## config.mk

```make
export PLATFORM = sky130hd
export DESIGN_NAME = manch_word_tx
export DESIGN_NICKNAME = d
export VERILOG_FILES = /design/src/rtl/mwt_pkg.sv /design/src/rtl/mwt_start_sync.sv /design/src/rtl/mwt_frame_ctrl.sv /design/src/rtl/mwt_line_route.sv /design/src/rtl/manch_word_tx.sv
export SDC_FILE = /design/constraint.sdc
export NUM_CORES = 1
export LEC_CHECK = 0
export CELL_PAD_IN_SITES_DETAIL_PLACEMENT = 1
export CELL_PAD_IN_SITES_GLOBAL_PLACEMENT = 2
export CORE_AREA = 2 2 116 118
export DETAILED_ROUTE_END_ITERATION = 7
export DIE_AREA = 0 0 118 120
export GPL_ROUTABILITY_DRIVEN = 0
export GPL_TIMING_DRIVEN = 0
export PLACE_DENSITY_LB_ADDON = 0.2
export SLEW_MARGIN = 20
export SYNTH_ARGS = -nofsm -noshare
export SYNTH_HDL_FRONTEND = slang
export SYNTH_SLANG_ARGS = --single-unit
```

## constraint.sdc

```tcl
create_clock -name clk -period 3 [get_ports clk]
set_input_delay 0.75 -clock clk [delete_from_list [all_inputs] [get_ports clk]]
set_output_delay 0.75 -clock clk [all_outputs]
set_load 0.02 [all_outputs]
```

## src/rtl/mwt_pkg.sv

```systemverilog
// Shared types and helpers for the Manchester word encoder.
// Assumes nothing beyond IEEE 1800-2017 packages.
package mwt_pkg;

    // Which part of the frame the current cell belongs to.
    typedef enum logic [1:0] {
        SEG_SYNC = 2'd0,
        SEG_FLAG = 2'd1,
        SEG_BODY = 2'd2,
        SEG_PAR  = 2'd3
    } seg_e;

    // Line level of a biphase cell: a 1 goes high then low, a 0 low then high.
    function automatic logic manch_level(input logic bit_val, input logic first_half);
        return first_half ? bit_val : ~bit_val;
    endfunction

endpackage

```

## src/rtl/mwt_start_sync.sv

```systemverilog
// Brings the asynchronous start request into the clock domain and
// produces a one-clock pulse on its rising edge.
// Assumes the request stays high for at least STAGES+1 clocks.
module mwt_start_sync #(
    parameter int STAGES = 2
) (
    input  logic clk,
    input  logic rst_n,
    input  logic req_async,
    output logic start_pulse
);
    logic [STAGES-1:0] sync_q;
    logic              last_q;

    // Metastability chain plus a delayed copy for edge detection.
    always_ff @(posedge clk) begin
        if (!rst_n) begin
            sync_q <= '0;
            last_q <= 1'b0;
        end else begin
            sync_q <= {sync_q[STAGES-2:0], req_async};
            last_q <= sync_q[STAGES-1];
        end
    end

    assign start_pulse = sync_q[STAGES-1] & ~last_q;


    start_single_chk: assert property (@(posedge clk) disable iff (!rst_n)
        start_pulse |=> !start_pulse);

endmodule

```

## src/rtl/mwt_frame_ctrl.sv

```systemverilog
// Frame sequencer: captures the data on the load edge, then for each frame
// steps through sync, flag, payload and optional parity cells, CELL_CLKS
// clocks each. It provides the current bit and which half-cell is active.
// Assumes load_n is synchronous and CELL_CLKS is even and at least 2.
module mwt_frame_ctrl
    import mwt_pkg::*;
#(
    parameter int DATA_W    = 32,
    parameter int SHORT_W   = 4,
    parameter int CELL_CLKS = 4,
    parameter bit SYNC_BIT  = 1'b1
) (
    input  logic               clk,
    input  logic               rst_n,
    input  logic               load_n,
    input  logic [DATA_W-1:0]  word_in,
    input  logic               flag_in,
    input  logic [SHORT_W-1:0] short_in,
    input  logic               start_pulse,
    input  logic               sel_len34,
    input  logic               sel_len35,
    input  logic               sel_short,
    input  logic               odd_par,
    output logic               active,
    output logic               cur_bit,
    output logic               first_half
);
    localparam int CYC_W = (CELL_CLKS > 2) ? $clog2(CELL_CLKS) : 1;
    localparam int IDX_W = $clog2(DATA_W + 4);
    localparam logic [CYC_W-1:0] CELL_LAST = CYC_W'(CELL_CLKS - 1);
    localparam logic [CYC_W-1:0] HALF      = CYC_W'(CELL_CLKS / 2);
    localparam logic [IDX_W-1:0] DATA_LAST  = IDX_W'(DATA_W + 1);
    localparam logic [IDX_W-1:0] SHORT_LAST = IDX_W'(SHORT_W + 1);

    logic               load_q;
    logic [DATA_W-1:0]  word_q, sh_word;
    logic [SHORT_W-1:0] short_q, sh_short;
    logic               flag_q;
    logic [CYC_W-1:0]   cyc;
    logic [IDX_W-1:0]   idx, body_last, last_idx;
    logic               short_lat, odd_lat, par_acc;
    logic               start_ok, cell_end;
    seg_e               seg;

    assign start_ok = start_pulse && load_n && load_q && (sel_len34 || sel_len35);
    assign cell_end = active && (cyc == CELL_LAST);

    // Capture data registers on the rising edge of load_n.
    always_ff @(posedge clk) begin
        if (!rst_n) begin
            load_q  <= 1'b1;
            word_q  <= '0;
            short_q <= '0;
            flag_q  <= 1'b0;
        end else begin
            load_q <= load_n;
            if (load_n && !load_q) begin
                word_q  <= word_in;
                short_q <= short_in;
                flag_q  <= flag_in;
            end
        end
    end

    // Frame state: activity, cell timer, cell index and latched options.
    always_ff @(posedge clk) begin
        if (!rst_n) begin
            active    <= 1'b0;
            cyc       <= '0;
            idx       <= '0;
            body_last <= DATA_LAST;
            last_idx  <= DATA_LAST;
            short_lat <= 1'b0;
            odd_lat   <= 1'b0;
        end else if (!load_n) begin
            active <= 1'b0;
            cyc    <= '0;
            idx    <= '0;
        end else if (!active) begin
            if (start_ok) begin
                active    <= 1'b1;
                cyc       <= '0;
                idx       <= '0;
                short_lat <= sel_short;
                odd_lat   <= odd_par;
                body_last <= sel_short ? SHORT_LAST : DATA_LAST;
                last_idx  <= (sel_short ? SHORT_LAST : DATA_LAST) + IDX_W'(sel_len35);
            end
        end else if (cell_end) begin
            cyc <= '0;
            if (idx == last_idx) active <= 1'b0;
            else                 idx    <= idx + 1'b1;
        end else begin
            cyc <= cyc + 1'b1;
        end
    end

    // Running parity over the cells already sent; cleared by load and start.
    always_ff @(posedge clk) begin
        if (!rst_n || !load_n) par_acc <= 1'b0;
        else if (!active)      par_acc <= 1'b0;
        else if (cell_end)     par_acc <= par_acc ^ cur_bit;
    end

    // Payload shifters, loaded at start and advanced after each body cell.
    always_ff @(posedge clk) begin
        if (!rst_n) begin
            sh_word  <= '0;
            sh_short <= '0;
        end else if (!active) begin
            sh_word  <= word_q;
            sh_short <= short_q;
        end else if (cell_end && seg == SEG_BODY) begin
            if (short_lat) sh_short <= {sh_short[SHORT_W-2:0], 1'b0};
            else           sh_word  <= {sh_word[DATA_W-2:0], 1'b0};
        end
    end

    // Decode the segment of the current cell.
    always_comb begin
        if (idx == '0)              seg = SEG_SYNC;
        else if (idx == IDX_W'(1))  seg = SEG_FLAG;
        else if (idx <= body_last)  seg = SEG_BODY;
        else                        seg = SEG_PAR;
    end

    // Select the bit value of the current cell.
    always_comb begin
        unique case (seg)
            SEG_SYNC: cur_bit = SYNC_BIT;
            SEG_FLAG: cur_bit = flag_q;
            SEG_BODY: cur_bit = short_lat ? sh_short[SHORT_W-1] : sh_word[DATA_W-1];
            default:  cur_bit = par_acc ^ odd_lat;
        endcase
    end

    assign first_half = (cyc < HALF);


    cell_step_chk: assert property (@(posedge clk) disable iff (!rst_n)
        (active && cyc != CELL_LAST) |=> ((active && cyc == $past(cyc) + 1'b1) || !load_q));

    abort_chk: assert property (@(posedge clk) disable iff (!rst_n)
        !load_n |=> !active);

    idx_bound_chk: assert property (@(posedge clk) disable iff (!rst_n)
        active |-> (idx <= last_idx));

    start_cause_chk: assert property (@(posedge clk) disable iff (!rst_n)
        $rose(active) |-> $past(start_pulse));

endmodule

```

## src/rtl/mwt_line_route.sv

```systemverilog
// Output steering: biphase-encodes the current bit and sends it on the line
// pair or the loopback pair. The pair not in use is parked at its fixed level.
// Assumes line_mode is synchronous to clk.
module mwt_line_route
    import mwt_pkg::*;
(
    input  logic clk,
    input  logic rst_n,
    input  logic line_mode,
    input  logic active,
    input  logic cur_bit,
    input  logic first_half,
    output logic line_p,
    output logic line_n,
    output logic loop_p,
    output logic loop_n
);
    logic lvl;

    assign lvl = manch_level(cur_bit, first_half);

    // Drive the carrying pair with data, the other pair with its idle level.
    always_comb begin
        if (line_mode) begin
            line_p = active & lvl;
            line_n = active & ~lvl;
            loop_p = 1'b0;
            loop_n = 1'b0;
        end else begin
            line_p = 1'b1;
            line_n = 1'b1;
            loop_p = active & lvl;
            loop_n = active & ~lvl;
        end
    end


    loop_quiet_chk: assert property (@(posedge clk) disable iff (!rst_n)
        line_mode |-> (!loop_p && !loop_n));

    line_parked_chk: assert property (@(posedge clk) disable iff (!rst_n)
        !line_mode |-> (line_p && line_n));

    comp_pair_chk: assert property (@(posedge clk) disable iff (!rst_n)
        active |-> (line_mode ? (line_p != line_n) : (loop_p != loop_n)));

endmodule

```

## src/rtl/manch_word_tx.sv

```systemverilog
// Manchester serial word encoder top: start synchronizer, frame sequencer
// and output steering.
// Assumes a single clock; only start_async may be asynchronous.
module manch_word_tx #(
    parameter int DATA_W     = 32,
    parameter int SHORT_W    = 4,
    parameter int CELL_CLKS  = 4,
    parameter int SYNC_STAGE = 2,
    parameter bit SYNC_BIT   = 1'b1
) (
    input  logic               clk,
    input  logic               rst_n,
    input  logic               load_n,
    input  logic [DATA_W-1:0]  word_in,
    input  logic               flag_in,
    input  logic [SHORT_W-1:0] short_in,
    input  logic               start_async,
    input  logic               sel_len34,
    input  logic               sel_len35,
    input  logic               sel_short,
    input  logic               odd_par,
    input  logic               line_mode,
    output logic               line_p,
    output logic               line_n,
    output logic               loop_p,
    output logic               loop_n,
    output logic               tx_idle
);
    logic start_pulse, active, cur_bit, first_half;

    mwt_start_sync #(.STAGES(SYNC_STAGE)) u_sync (
        .clk(clk), .rst_n(rst_n), .req_async(start_async), .start_pulse(start_pulse)
    );

    mwt_frame_ctrl #(
        .DATA_W(DATA_W), .SHORT_W(SHORT_W), .CELL_CLKS(CELL_CLKS), .SYNC_BIT(SYNC_BIT)
    ) u_ctrl (
        .clk(clk), .rst_n(rst_n), .load_n(load_n), .word_in(word_in),
        .flag_in(flag_in), .short_in(short_in), .start_pulse(start_pulse),
        .sel_len34(sel_len34), .sel_len35(sel_len35), .sel_short(sel_short),
        .odd_par(odd_par), .active(active), .cur_bit(cur_bit), .first_half(first_half)
    );

    mwt_line_route u_route (
        .clk(clk), .rst_n(rst_n), .line_mode(line_mode), .active(active),
        .cur_bit(cur_bit), .first_half(first_half),
        .line_p(line_p), .line_n(line_n), .loop_p(loop_p), .loop_n(loop_n)
    );

    assign tx_idle = ~active;


    idle_on_load_chk: assert property (@(posedge clk) disable iff (!rst_n)
        (!load_n && !$past(load_n)) |-> tx_idle);

endmodule

```

==> impl_results.md <==
* HPWL Detailed at 8350 um
* DR WL/cell at 15.9 um
* Avg Cell Area, Syn at 8.23 sq um
* Core Region at 13000 sq um
* DRT Pass-1 Iters at 4
* Antenna Cells at 0
* Area growth syn-to-layout at 27.9%
* First-pass GRT wire length at 20400 um
* XOR/XNOR share of the synthesized area at 1.69%
* Post-synthesis sequential area ratio at 44.3%
* Crit-path max cell delay at 370 ps
* Post-route setup slack at -79.9 ps
* Most frequent cells in the layout: dfxtp_1, nand2_1, o21ai_0
* Reg2reg start: u_ctrl.body_last[2]
* CTS sink count at 92
* Die H at 120 um
* Worst path cell trace: inv_4 -> ha_4 -> nor2b_4 -> o31ai_4 -> o211a_4 -> buf_6 -> o31ai_4 -> mux2i_1 -> buf_4
* IO Pins at 51
* Power Dens Cells at 486 nW/um^2
* Post-synthesis compound-gate area fraction at 27.1%
* Fill cells at 1573
* Detailed-route wire length at 11900 um
* Root buffer cell: clkbuf_16
* Synth async-reset ratio at 0%
* Clock buffer depth at 2
* R2r worst-path depth at 9
* Crit path launch type: register
* IO buf count at 50
* Syn Nets at 558
* Ys flop type: dfxtp_1
* EDFF count, synth at 0
* RSZ-0062 raised after global routing: true
* DRT antenna net count at 0
* Vias/cell at 5.19
* Post-Layout Inst Area at 5310 sq um
* Worst EP required at 2250 ps
* Hold Path Depth at 1
* Leading cell type in the layout, fill and taps excluded: dfxtp_1
* Crit path buffers/inverters at 3
* Cell count after synthesis at 505
* Initial antenna violation count at 0
* Final setup viols at 2
* Post-synthesis adder-cell area fraction at 2.11%
* Ratio of cells with drive above 1 in the final layout at 11.5%
* Remaining global-route overflow at 0
* Simple-Gate Fraction of Synth Area at 19.2%
* Yosys warnings at 0
* Crit path time final at 3080 ps
* GRT Util Overall at 17.7%
* Post-route DRC at 0
* Initial core utilization at 32.0%
* Crit-path slowest cell: dfxtp_4
* Worst setup EP type: primary output
* Htree depth at 3
* Placed cell areas at 4870 sq um
* Reg area at 1850 sq um
* Worst r2r dst: u_ctrl.sh_word[8]
* Mux contribution to synthesized area at 0.964%
* Final Skew at 4.49 ps
* # rows at 42
* Area of the multi-input gates at 2220 sq um
* Die area at 14200 sq um
* Most frequent CP cell: o31ai_4
* Slew HR at 51.8%
* Leakage Power at 0.00176 uW
* Hold Crit Start: u_sync.sync_q[0]
* Worst-path clk slew at 60 ps
* Failing checks: negative setup slack
* Vias at 3892
* Outcome: finished, violations left
* Arr. time, crit path at 2330 ps
* Crit Path Class: register to primary output
* Clk_lat worst skew at 340 ps
* Syn Std Cell Area at 4150 sq um
* DIE WIDTH at 118 um
* TritonCTS Buffers at 9
* Final hold violations at 0
* Max Cap Violations at 0
* Peak fanout along the critical path at 5
* NumNets Final at 624
* Final Max Tran Viols at 0
* R2R setup slack at 810 ps
* Initial DRC count at 132
* Vias in the first global route at 3986
* Yosys reg bits at 92
* Fmax at 325 MHz
* Tightest Pin Transition at 723 ps
* Largest net degree at the start of global routing at 14
* CTS tree: built
* Yosys cell types at 45
* Period Utilization, post-route at 103%
* Max VDD drop at 0.234 mV
* Hold Path End: u_sync.sync_q[1]
* HP Class: register to register
* Top delay family on crit path: compound AO/OA/AOI/OAI gates
* Largest family of logic cells by synthesized area: compound AO/OA/AOI/OAI gates
* Post-place setup slack at -531 ps
logic make-up (layout without fill, tap and decap cells):
kind of cell,Yosys count,after routing
adder cells (fa/ha/maj),7,7
XOR/XNOR,8,8
multiplexers,4,4
flip-flops,92,92
AND/OR/NAND/NOR,172,172
buffers and inverters,45,114
AO/OA/AOI/OAI,177,177
area by class of cell:
type / instances / share of cell area (%)
plain buffers: 38 / 3.04
clock buffers: 12 / 4.83
clock inverters: 2 / 0.659
inverters: 6 / 0.471
multi-input cells: 368 / 41.8
flip-flops and latches: 92 / 34.9
well taps: 176 / 4.14
repair buffers: 56 / 10.2
worst reg2reg max path: cells and delay by family (launching register included):
kind | cells | cell delay, ps
AOI/OAI and AO/OA | 4 | 800
adders and majority gates | 1 | 270
buffers and inverters | 3 | 500
DFF | 1 | 370
and+or+nand+nor | 1 | 170
flip-flops by register name, indices dropped and copies added, names as in the netlist, 2 cells and up:
signal and count:
u_ctrl.last_idx 3, u_ctrl.idx 6, u_ctrl.cyc 2, u_ctrl.short_q 4, u_ctrl.sh_short 4, u_sync.sync_q 2, u_ctrl.sh_word 32, u_ctrl.word_q 32
worst max-delay path by stage:
stage	startpoint	endpoint	slack (ps)	cells past startpoint
after detailed placement	u_ctrl.body_last[2]	line_n	-530	8
final	u_ctrl.body_last[2]	loop_n	-80	9
after CTS	u_ctrl.body_last[2]	loop_n	-100	9
after global routing	u_ctrl.body_last[2]	loop_p	-130	9
after global placement	u_ctrl.body_last[2]	loop_p	-490	8
after floorplan	u_ctrl.body_last[2]	loop_n	180	7
cell usage after synthesis (2+ instances only):
| cell type | number | share of area, % |
|---|---|---|
| nand3_1 | 39 | 4.7 |
| xnor2_1 | 3 | 0.63 |
| clkbuf_1 | 22 | 2.0 |
| nand2b_1 | 4 | 0.60 |
| buf_1 | 2 | 0.18 |
| o211ai_1 | 2 | 0.36 |
| xor2_1 | 5 | 1.1 |
| inv_1 | 6 | 0.54 |
| nor2b_1 | 3 | 0.45 |
| clkbuf_2 | 3 | 0.36 |
| or3_1 | 2 | 0.30 |
| o31ai_2 | 2 | 0.60 |
| o2111ai_1 | 5 | 1.1 |
| mux2i_1 | 4 | 0.96 |
| o21ai_1 | 4 | 0.48 |
| nor3_1 | 6 | 0.72 |
| o21ai_0 | 73 | 8.8 |
| a21boi_0 | 41 | 7.4 |
| nand4b_1 | 3 | 0.63 |
| nor2_1 | 18 | 1.6 |
| a31oi_1 | 38 | 5.7 |
| a21oi_1 | 2 | 0.24 |
| or2_1 | 2 | 0.30 |
| and2_1 | 3 | 0.45 |
| buf_2 | 12 | 1.4 |
| ha_1 | 7 | 2.1 |
| nand2_1 | 85 | 7.7 |
| dfxtp_1 | 92 | 44 |
power by group:
group / switching (uW) / total, uW / internal (uW)
Combinational: 75.6 / 167 / 91.0
Sequential: 16.3 / 1270 / 1250
Clock: 470 / 1150 / 681
per-stage QoR:
stage | hold WS [ps] | setup TNS (ps) | utilization (%) | power [uW] | cells
floorplan | 412 | 0 | - | 1370 | 505
global placement | 415 | -1840 | 37.6 | 1460 | 731
detailed placement | 423 | -2030 | 37.6 | 1460 | 731
CTS | 439 | -192 | 40.7 | 2610 | 748
global route | 477 | -308 | 40.9 | 2670 | 750
finish | 434 | -127 | 40.9 | 2580 | 750
timing repair:
action                                  4_1_cts  5_1_grt
hold buffers                                  0        0
pin swaps                                     5        3
endpoints found under the setup margin        4        4
buffers inserted                              4        2
cloned                                        0        0
resized for setup                            43        3
layer usage:
| metal | up-vias | share of wire, % | track usage, % |
|---|---|---|---|
| li1 | 1924 | - | - |
| met4 | 0 | 1.3 | 5.87 |
| met2 | 55 | 46 | 29.1 |
| met1 | 1903 | 50 | 23.9 |
| met5 | - | 0 | 0 |
| met3 | 10 | 2.7 | 2.61 |
No activity file was read; power rests on OpenSTA's default activity.
